**src/rtl/cc_pkg.sv**
```systemverilog
package cc_pkg;
    localparam int CC_COMP_W = 8;
    localparam int CC_NUM_COMP = 3;
    localparam int CC_PIX_W = CC_COMP_W * CC_NUM_COMP;

    typedef enum logic [1:0] {
        REG_WIDX = 2'd0,
        REG_DATA = 2'd1,
        REG_RIDX = 2'd2,
        REG_NONE = 2'd3
    } cc_reg_e;

    typedef enum logic [1:0] {
        POS_R = 2'd0,
        POS_G = 2'd1,
        POS_B = 2'd2
    } cc_pos_e;
endpackage

```
**src/rtl/cc_expand.sv**
```systemverilog
module cc_expand #(
    parameter int W = 8
) (
    input  logic [W-1:0] raw,
    input  logic         wide_mode,
    output logic [W-1:0] pix
);
    localparam int NARROW = W - 2;

    always_comb begin
        if (wide_mode)
            pix = raw;
        else
            pix = {raw[NARROW-1:0], raw[NARROW-1:NARROW-2]};
    end
endmodule

```
**src/rtl/cc_rd_mux.sv**
```systemverilog
module cc_rd_mux
    import cc_pkg::*;
(
    input  logic [1:0]           reg_sel,
    input  logic [7:0]           addr_lo,
    input  logic [CC_COMP_W-1:0] comp,
    input  logic                 wide_mode,
    output logic [7:0]           rdata
);
    always_comb begin
        case (cc_reg_e'(reg_sel))
            REG_WIDX, REG_RIDX: rdata = addr_lo;
            REG_DATA:           rdata = wide_mode ? comp : {2'b00, comp[5:0]};
            default:            rdata = 8'h00;
        endcase
    end
endmodule

```
**src/rtl/cursor_color_loader.sv**
```systemverilog
module cursor_color_loader
    import cc_pkg::*;
#(
    parameter int ADDR_W = 8,
    parameter int SEL_W  = 2
) (
    input  logic        clk,
    input  logic        rst_n,
    input  logic        bus_wr,
    input  logic        bus_rd,
    input  logic [1:0]  bus_reg,
    input  logic [7:0]  bus_wdata,
    output logic [7:0]  bus_rdata,
    input  logic        comp8_mode,
    input  logic        ovs_ext_en,
    output logic [23:0] cur_color1,
    output logic [23:0] cur_color2,
    output logic [23:0] cur_color3,
    output logic [23:0] ovs_color
);
    localparam int N_ENT = 1 << SEL_W;

    typedef struct packed {
        logic [ADDR_W-1:0]                addr;
        cc_pos_e                          pos;
        logic [CC_COMP_W-1:0]             hold_r;
        logic [CC_COMP_W-1:0]             hold_g;
        logic [N_ENT-1:0][CC_PIX_W-1:0]   raw;
        logic [N_ENT-1:0][CC_PIX_W-1:0]   look;
        logic [CC_PIX_W-1:0]              ovs;
    } st_t;

    st_t st_d, st_q;

    logic [CC_NUM_COMP-1:0][CC_COMP_W-1:0] commit_in;
    logic [CC_NUM_COMP-1:0][CC_COMP_W-1:0] commit_pix;
    logic [SEL_W-1:0]    sel_wr;
    logic [SEL_W-1:0]    sel_rd;
    logic [CC_PIX_W-1:0] rd_entry;
    logic [CC_COMP_W-1:0] rd_comp;

    logic [ADDR_W-1:0] addr_mon;
    logic [1:0]        pos_mon;

    assign commit_in[2] = st_q.hold_r;
    assign commit_in[1] = st_q.hold_g;
    assign commit_in[0] = bus_wdata;

    generate
        for (genvar c = 0; c < CC_NUM_COMP; c++) begin : g_exp
            cc_expand #(.W(CC_COMP_W)) u_exp (
                .raw       (commit_in[c]),
                .wide_mode (comp8_mode),
                .pix       (commit_pix[c])
            );
        end
    endgenerate

    assign sel_wr   = st_q.addr[SEL_W-1:0];
    assign sel_rd   = st_q.addr[SEL_W-1:0] - SEL_W'(1);
    assign rd_entry = st_q.raw[sel_rd];

    always_comb begin
        case (st_q.pos)
            POS_R:   rd_comp = rd_entry[3*CC_COMP_W-1:2*CC_COMP_W];
            POS_G:   rd_comp = rd_entry[2*CC_COMP_W-1:CC_COMP_W];
            default: rd_comp = rd_entry[CC_COMP_W-1:0];
        endcase
    end

    cc_rd_mux u_rd (
        .reg_sel   (bus_reg),
        .addr_lo   (st_q.addr[7:0]),
        .comp      (rd_comp),
        .wide_mode (comp8_mode),
        .rdata     (bus_rdata)
    );

    always_comb begin
        st_d = st_q;
        if (bus_wr) begin
            case (cc_reg_e'(bus_reg))
                REG_WIDX: begin
                    st_d.addr = ADDR_W'(bus_wdata);
                    st_d.pos  = POS_R;
                end
                REG_RIDX: begin
                    st_d.addr = ADDR_W'(bus_wdata) + ADDR_W'(1);
                    st_d.pos  = POS_R;
                end
                REG_DATA: begin
                    case (st_q.pos)
                        POS_R: begin
                            st_d.hold_r = bus_wdata;
                            st_d.pos    = POS_G;
                        end
                        POS_G: begin
                            st_d.hold_g = bus_wdata;
                            st_d.pos    = POS_B;
                        end
                        default: begin
                            st_d.raw[sel_wr]  = {st_q.hold_r, st_q.hold_g, bus_wdata};
                            st_d.look[sel_wr] = commit_pix;
                            if (sel_wr == '0 && ovs_ext_en)
                                st_d.ovs = commit_pix;
                            st_d.addr = st_q.addr + ADDR_W'(1);
                            st_d.pos  = POS_R;
                        end
                    endcase
                end
                default: ;
            endcase
        end else if (bus_rd && cc_reg_e'(bus_reg) == REG_DATA) begin
            case (st_q.pos)
                POS_R:   st_d.pos = POS_G;
                POS_G:   st_d.pos = POS_B;
                default: begin
                    st_d.pos  = POS_R;
                    st_d.addr = st_q.addr + ADDR_W'(1);
                end
            endcase
        end
    end

    always_ff @(posedge clk) begin
        if (!rst_n) begin
            st_q <= '0;
        end else begin
            st_q <= st_d;
        end
    end

    assign cur_color1 = st_q.look[1];
    assign cur_color2 = st_q.look[2];
    assign cur_color3 = st_q.look[3];
    assign ovs_color  = st_q.ovs;
    assign addr_mon   = st_q.addr;
    assign pos_mon    = st_q.pos;
endmodule

```
**config.mk**
```make
export PLATFORM = sky130hd
export DESIGN_NAME = cursor_color_loader
export DESIGN_NICKNAME = d
export VERILOG_FILES = /design/src/rtl/cc_pkg.sv /design/src/rtl/cc_expand.sv /design/src/rtl/cc_rd_mux.sv /design/src/rtl/cursor_color_loader.sv
export SDC_FILE = /design/constraint.sdc
export NUM_CORES = 1
export LEC_CHECK = 0
export CAP_MARGIN = 20
export CORE_AREA = 5 5 152 154
export DETAILED_ROUTE_END_ITERATION = 8
export DIE_AREA = 0 0 157 159
export HOLD_SLACK_MARGIN = 0.06
export PLACE_DENSITY_LB_ADDON = 0.25
export SLEW_MARGIN = 20
export SYNTH_ARGS = -nofsm -noshare
export SYNTH_HDL_FRONTEND = slang
export SYNTH_HIERARCHICAL = 1
export SYNTH_SLANG_ARGS = --single-unit
```
**constraint.sdc**
```tcl
create_clock -name clk -period 2.35 [get_ports clk]
set_clock_uncertainty 0.05 [all_clocks]
set_input_delay 0.235 -clock clk [delete_from_list [all_inputs] [get_ports clk]]
set_output_delay 0.235 -clock clk [all_outputs]
set_load 0.02 [all_outputs]
```
==> flow_results.xml <==
<?xml version="1.0" encoding="UTF-8"?>
<metrics>
  <group name="power_and_ir_drop">
    <metric name="power.total" unit="mW">8.25</metric>
    <metric name="leakage" unit="nW">4.39</metric>
    <metric name="areal_power_density_over_the_cells" unit="mW/mm^2">646</metric>
    <metric name="vdd_drop_max" unit="mV">0.656</metric>
  </group>
  <group name="yosys">
    <metric name="synth.net_count" unit="">1257</metric>
    <metric name="synth-seq-area-share" unit="%">40.6</metric>
    <metric name="cell_area_after_technology_mapping" unit="sq mm">0.0107</metric>
    <metric name="synth.ff_latch_count" unit="">218</metric>
    <metric name="synth-main-ff-cell" unit="">sky130_fd_sc_hd__dfxtp_1</metric>
    <metric name="synth-edff-count" unit="">0</metric>
    <metric name="syn-instance-count" unit="">1233</metric>
    <metric name="postSynth.asyncResetShare" unit="%">0</metric>
    <metric name="synth.avg_cell_area" unit="sq um">8.71</metric>
    <metric name="synth_cell_types" unit="">54</metric>
    <metric name="synth_warnings" unit="">6</metric>
  </group>
  <group name="critical_path">
    <metric name="worstSetupStartpointType" unit="">flip-flop</metric>
    <metric name="cpPeakStageDelay" unit="ns">0.49</metric>
    <metric name="worst-endpoint-required" unit="ns">2.07</metric>
    <metric name="endpoint_kind" unit="">output pin</metric>
    <metric name="cp_data_arrival_time" unit="ns">2.56</metric>
    <metric name="critical_path.slowest_cell" unit="">sky130_fd_sc_hd__mux4_2</metric>
    <metric name="path_common_cell" unit="">sky130_fd_sc_hd__buf_6</metric>
    <metric name="critical_path.max_fanout" unit="">5</metric>
    <metric name="path_class" unit="">flip-flop to output pin</metric>
    <metric name="worstSetupStartpoint" unit="">addr_mon[1]</metric>
    <metric name="r2r-start" unit="">addr_mon[0]</metric>
    <metric name="critical_path.cell_chain" unit="">inv_2, ha_4, buf_12, buf_6, mux4_2, mux2i_1, o21ai_2, a22o_1, buf_6</metric>
  </group>
  <group name="timing">
    <metric name="max_freq" unit="MHz">351</metric>
    <metric name="tightest_slew" unit="ns">0.646</metric>
    <metric name="hold_viol_final" unit="">0</metric>
    <metric name="slew_viol_final" unit="">0</metric>
    <metric name="rsz0062_at_grt" unit="">yes</metric>
    <metric name="max_slew_margin" unit="%">56.9</metric>
    <metric name="setup_slack" unit="ns">-0.496</metric>
    <metric name="final.min_clock_period" unit="ns">2.85</metric>
    <metric name="setup_viol" unit="">8</metric>
    <metric name="final_worst_path_cycle_share" unit="%">121</metric>
  </group>
  <group name="route">
    <metric name="route.vias.total" unit="">8321</metric>
    <metric name="ant_nets" unit="">0</metric>
    <metric name="routed_wl" unit="microns">28500</metric>
    <metric name="drc" unit="">0</metric>
    <metric name="drt-pass1-iter-count" unit="">5</metric>
    <metric name="via_per_inst" unit="">5.33</metric>
    <metric name="first_iter_violations" unit="">591</metric>
    <metric name="routedWlPerCell" unit="microns">18.2</metric>
  </group>
  <group name="clock_network">
    <metric name="worst_setup_hold_path_clk_slew" unit="ns">0.06</metric>
    <metric name="insertion_delay" unit="ns">0.50</metric>
    <metric name="cts-root-buf" unit="">sky130_fd_sc_hd__clkbuf_16</metric>
    <metric name="h-tree-depth" unit="">1</metric>
    <metric name="cts-buffers-inserted" unit="">24</metric>
    <metric name="clock-sinks" unit="">218</metric>
    <metric name="tritoncts" unit="">done</metric>
    <metric name="cts_max_path_buffers" unit="">3</metric>
  </group>
  <group name="floorplan">
    <metric name="fp-row-count" unit="">54</metric>
    <metric name="start_util" unit="%">49.8</metric>
    <metric name="die_area" unit="sq mm">0.0250</metric>
    <metric name="die_width" unit="microns">157</metric>
    <metric name="core_area" unit="sq mm">0.0216</metric>
    <metric name="ports" unit="">120</metric>
    <metric name="die_h" unit="microns">159</metric>
  </group>
  <group name="grt">
    <metric name="grt_start_max_net_pins" unit="">163</metric>
    <metric name="grt_antenna_before_repair" unit="">0</metric>
    <metric name="first_global_vias" unit="">7977</metric>
    <metric name="grt_remaining_overflow" unit="">0</metric>
    <metric name="grt_first_pass_wirelength" unit="microns">45400</metric>
    <metric name="overall_track_demand_over_capacity_in_global_routing" unit="%">22.4</metric>
  </group>
  <group name="worst_hold_path">
    <metric name="holdCritStartpoint" unit="">rst_n</metric>
    <metric name="holdCritPathClass" unit="">input port to flip-flop</metric>
  </group>
  <group name="layout">
    <metric name="final_common_cell" unit="">sky130_fd_sc_hd__nand2_1</metric>
    <metric name="antenna-diode-count" unit="">0</metric>
    <metric name="design.final.nets" unit="">1288</metric>
    <metric name="syn_to_final_growth" unit="%">18.9</metric>
    <metric name="drive_gt1_share" unit="%">16.3</metric>
    <metric name="finalCoreUtilization" unit="%">59.2</metric>
    <metric name="layout_common_cells" unit="">sky130_fd_sc_hd__nand2_1 (418), sky130_fd_sc_hd__dfxtp_1 (216), sky130_fd_sc_hd__a21boi_0 (138)</metric>
  </group>
  <group name="run_status">
    <metric name="outcome" unit="">finished with violations</metric>
    <metric name="violations" unit="">negative setup slack</metric>
  </group>
  <group name="placement">
    <metric name="io_buffer_count" unit="">119</metric>
    <metric name="dp_worst_setup_slack" unit="ns">-0.478</metric>
    <metric name="place.gp.congestion" unit="">0.880</metric>
    <metric name="dpl.hpwl" unit="microns">18800</metric>
  </group>
  <group name="run">
    <metric name="maxCapViolCount" unit="">0</metric>
  </group>
</metrics>
## metal layers
metal | vias to the layer above | routed length (microns) | GRT usage [%]
met5 | - | 0 | 0
met4 | 0 | 420 | 4.06
met3 | 29 | 1860 | 3.32
met2 | 263 | 13600 | 36.9
met1 | 3972 | 12600 | 31.5
li1 | 4057 | - | -
## synthesized netlist by cell type (2+ instances only)
cell type,count,share of area [%]
sky130_fd_sc_hd__mux2i_1,17,1.6
sky130_fd_sc_hd__and2_0,2,0.12
sky130_fd_sc_hd__nand3b_1,2,0.14
sky130_fd_sc_hd__nor2_1,6,0.21
sky130_fd_sc_hd__o21ai_0,23,1.1
sky130_fd_sc_hd__a21oi_1,5,0.23
sky130_fd_sc_hd__nand4_1,2,0.12
sky130_fd_sc_hd__mux4_2,24,5.0
sky130_fd_sc_hd__buf_4,108,7.5
sky130_fd_sc_hd__nand2_1,431,15
sky130_fd_sc_hd__dfxtp_1,218,41
sky130_fd_sc_hd__o22ai_1,2,0.12
sky130_fd_sc_hd__o2bb2ai_1,2,0.16
sky130_fd_sc_hd__and3_1,4,0.23
sky130_fd_sc_hd__nand3_1,7,0.33
sky130_fd_sc_hd__a32o_1,2,0.19
sky130_fd_sc_hd__nor3_1,3,0.14
sky130_fd_sc_hd__a22oi_1,3,0.21
sky130_fd_sc_hd__buf_2,23,1.1
sky130_fd_sc_hd__inv_1,7,0.24
sky130_fd_sc_hd__mux2_4,25,3.5
sky130_fd_sc_hd__and2_1,3,0.17
sky130_fd_sc_hd__clkbuf_8,4,0.51
sky130_fd_sc_hd__a22o_1,6,0.49
sky130_fd_sc_hd__nor2b_1,13,0.76
sky130_fd_sc_hd__clkbuf_1,37,1.3
sky130_fd_sc_hd__a21boi_1,37,2.6
sky130_fd_sc_hd__a21boi_0,165,12
sky130_fd_sc_hd__buf_6,15,1.6
sky130_fd_sc_hd__ha_1,8,0.93
sky130_fd_sc_hd__a31oi_1,2,0.12
sky130_fd_sc_hd__o31ai_1,2,0.14
sky130_fd_sc_hd__xor2_1,3,0.24
sky130_fd_sc_hd__xnor2_1,2,0.16
## worst max-delay path, delay by kind of cell, from the launching register on
family	cells	cell delay, ns
multiplexers	2	0.68
buffers and inverters	4	0.41
flip-flops	1	0.33
adder cells (fa/ha/maj)	1	0.32
AO/OA/AOI/OAI	2	0.32
## state kept, by name, summed over array words and instances (netlist names)
register    flops
pos_mon         2
st_q           96
addr_mon        8
cur_color3     24
ovs_color      24
cur_color1     24
cur_color2     24
commit_in      16
## power breakdown
group	internal (mW)	switching (mW)	total, mW	leakage (nW)
Clock	2.43	1.51	3.94	0.416
Combinational	0.285	0.284	0.569	2.21
Sequential	3.71	0.0335	3.75	1.76
Total	6.43	1.82	8.25	4.39
## logic make-up after synthesis
group | share of synthesized area [%]
buffers and inverters | 12.3
and+or+nand+nor | 18.4
xor gates and xnor gates | 0.408
adders and majority gates | 0.932
AOI/OAI and AO/OA | 17.3
DFF | 40.6
muxes | 10.1
## layout make-up
type	instances	area [sq um]
clock inverter	9	120
fill	1857	8780
tap	280	350
multi-input combinational	819	5180
sequential	218	4370
timing repair buffer	193	2010
inverter	8	30.0
clock buffer	35	713
## stage by stage
stage | instances | instance area, sq um | TNS, ns | hold slack [ns]
final | 1562 | 12800 | -3.39 | 0.0888
after global routing | 1562 | 12800 | -4.09 | 0.0941
after CTS | 1564 | 12800 | -10.70 | 0.0628
after detailed placement | 1501 | 11600 | -3.53 | 0.397
after global placement | 1501 | 11600 | -3.26 | 0.393
after floorplan | 1233 | 10800 | 0 | 0.382
## what timing repair did
| action | CTS | global route |
|---|---|---|
| setup endpoints to repair | 8 | 57 |
| setup buffers | 17 | 2 |
| hold endpoints to repair | 0 | 0 |
| pin swaps | 26 | 10 |
| gates resized for setup | 114 | 11 |
| hold buffers | 0 | 0 |
| gates cloned | 2 | 1 |
## final timing paths
kind,end,slack [ns],depth (start not counted)
worst min-delay path,st_q[139],0.09,2
worst max register to register,st_q[189],0.12,15
worst max-delay path,bus_rdata[1],-0.50,9
worst min register to register,cur_color2[22],0.40,2
(Power assumes the default switching activity.)
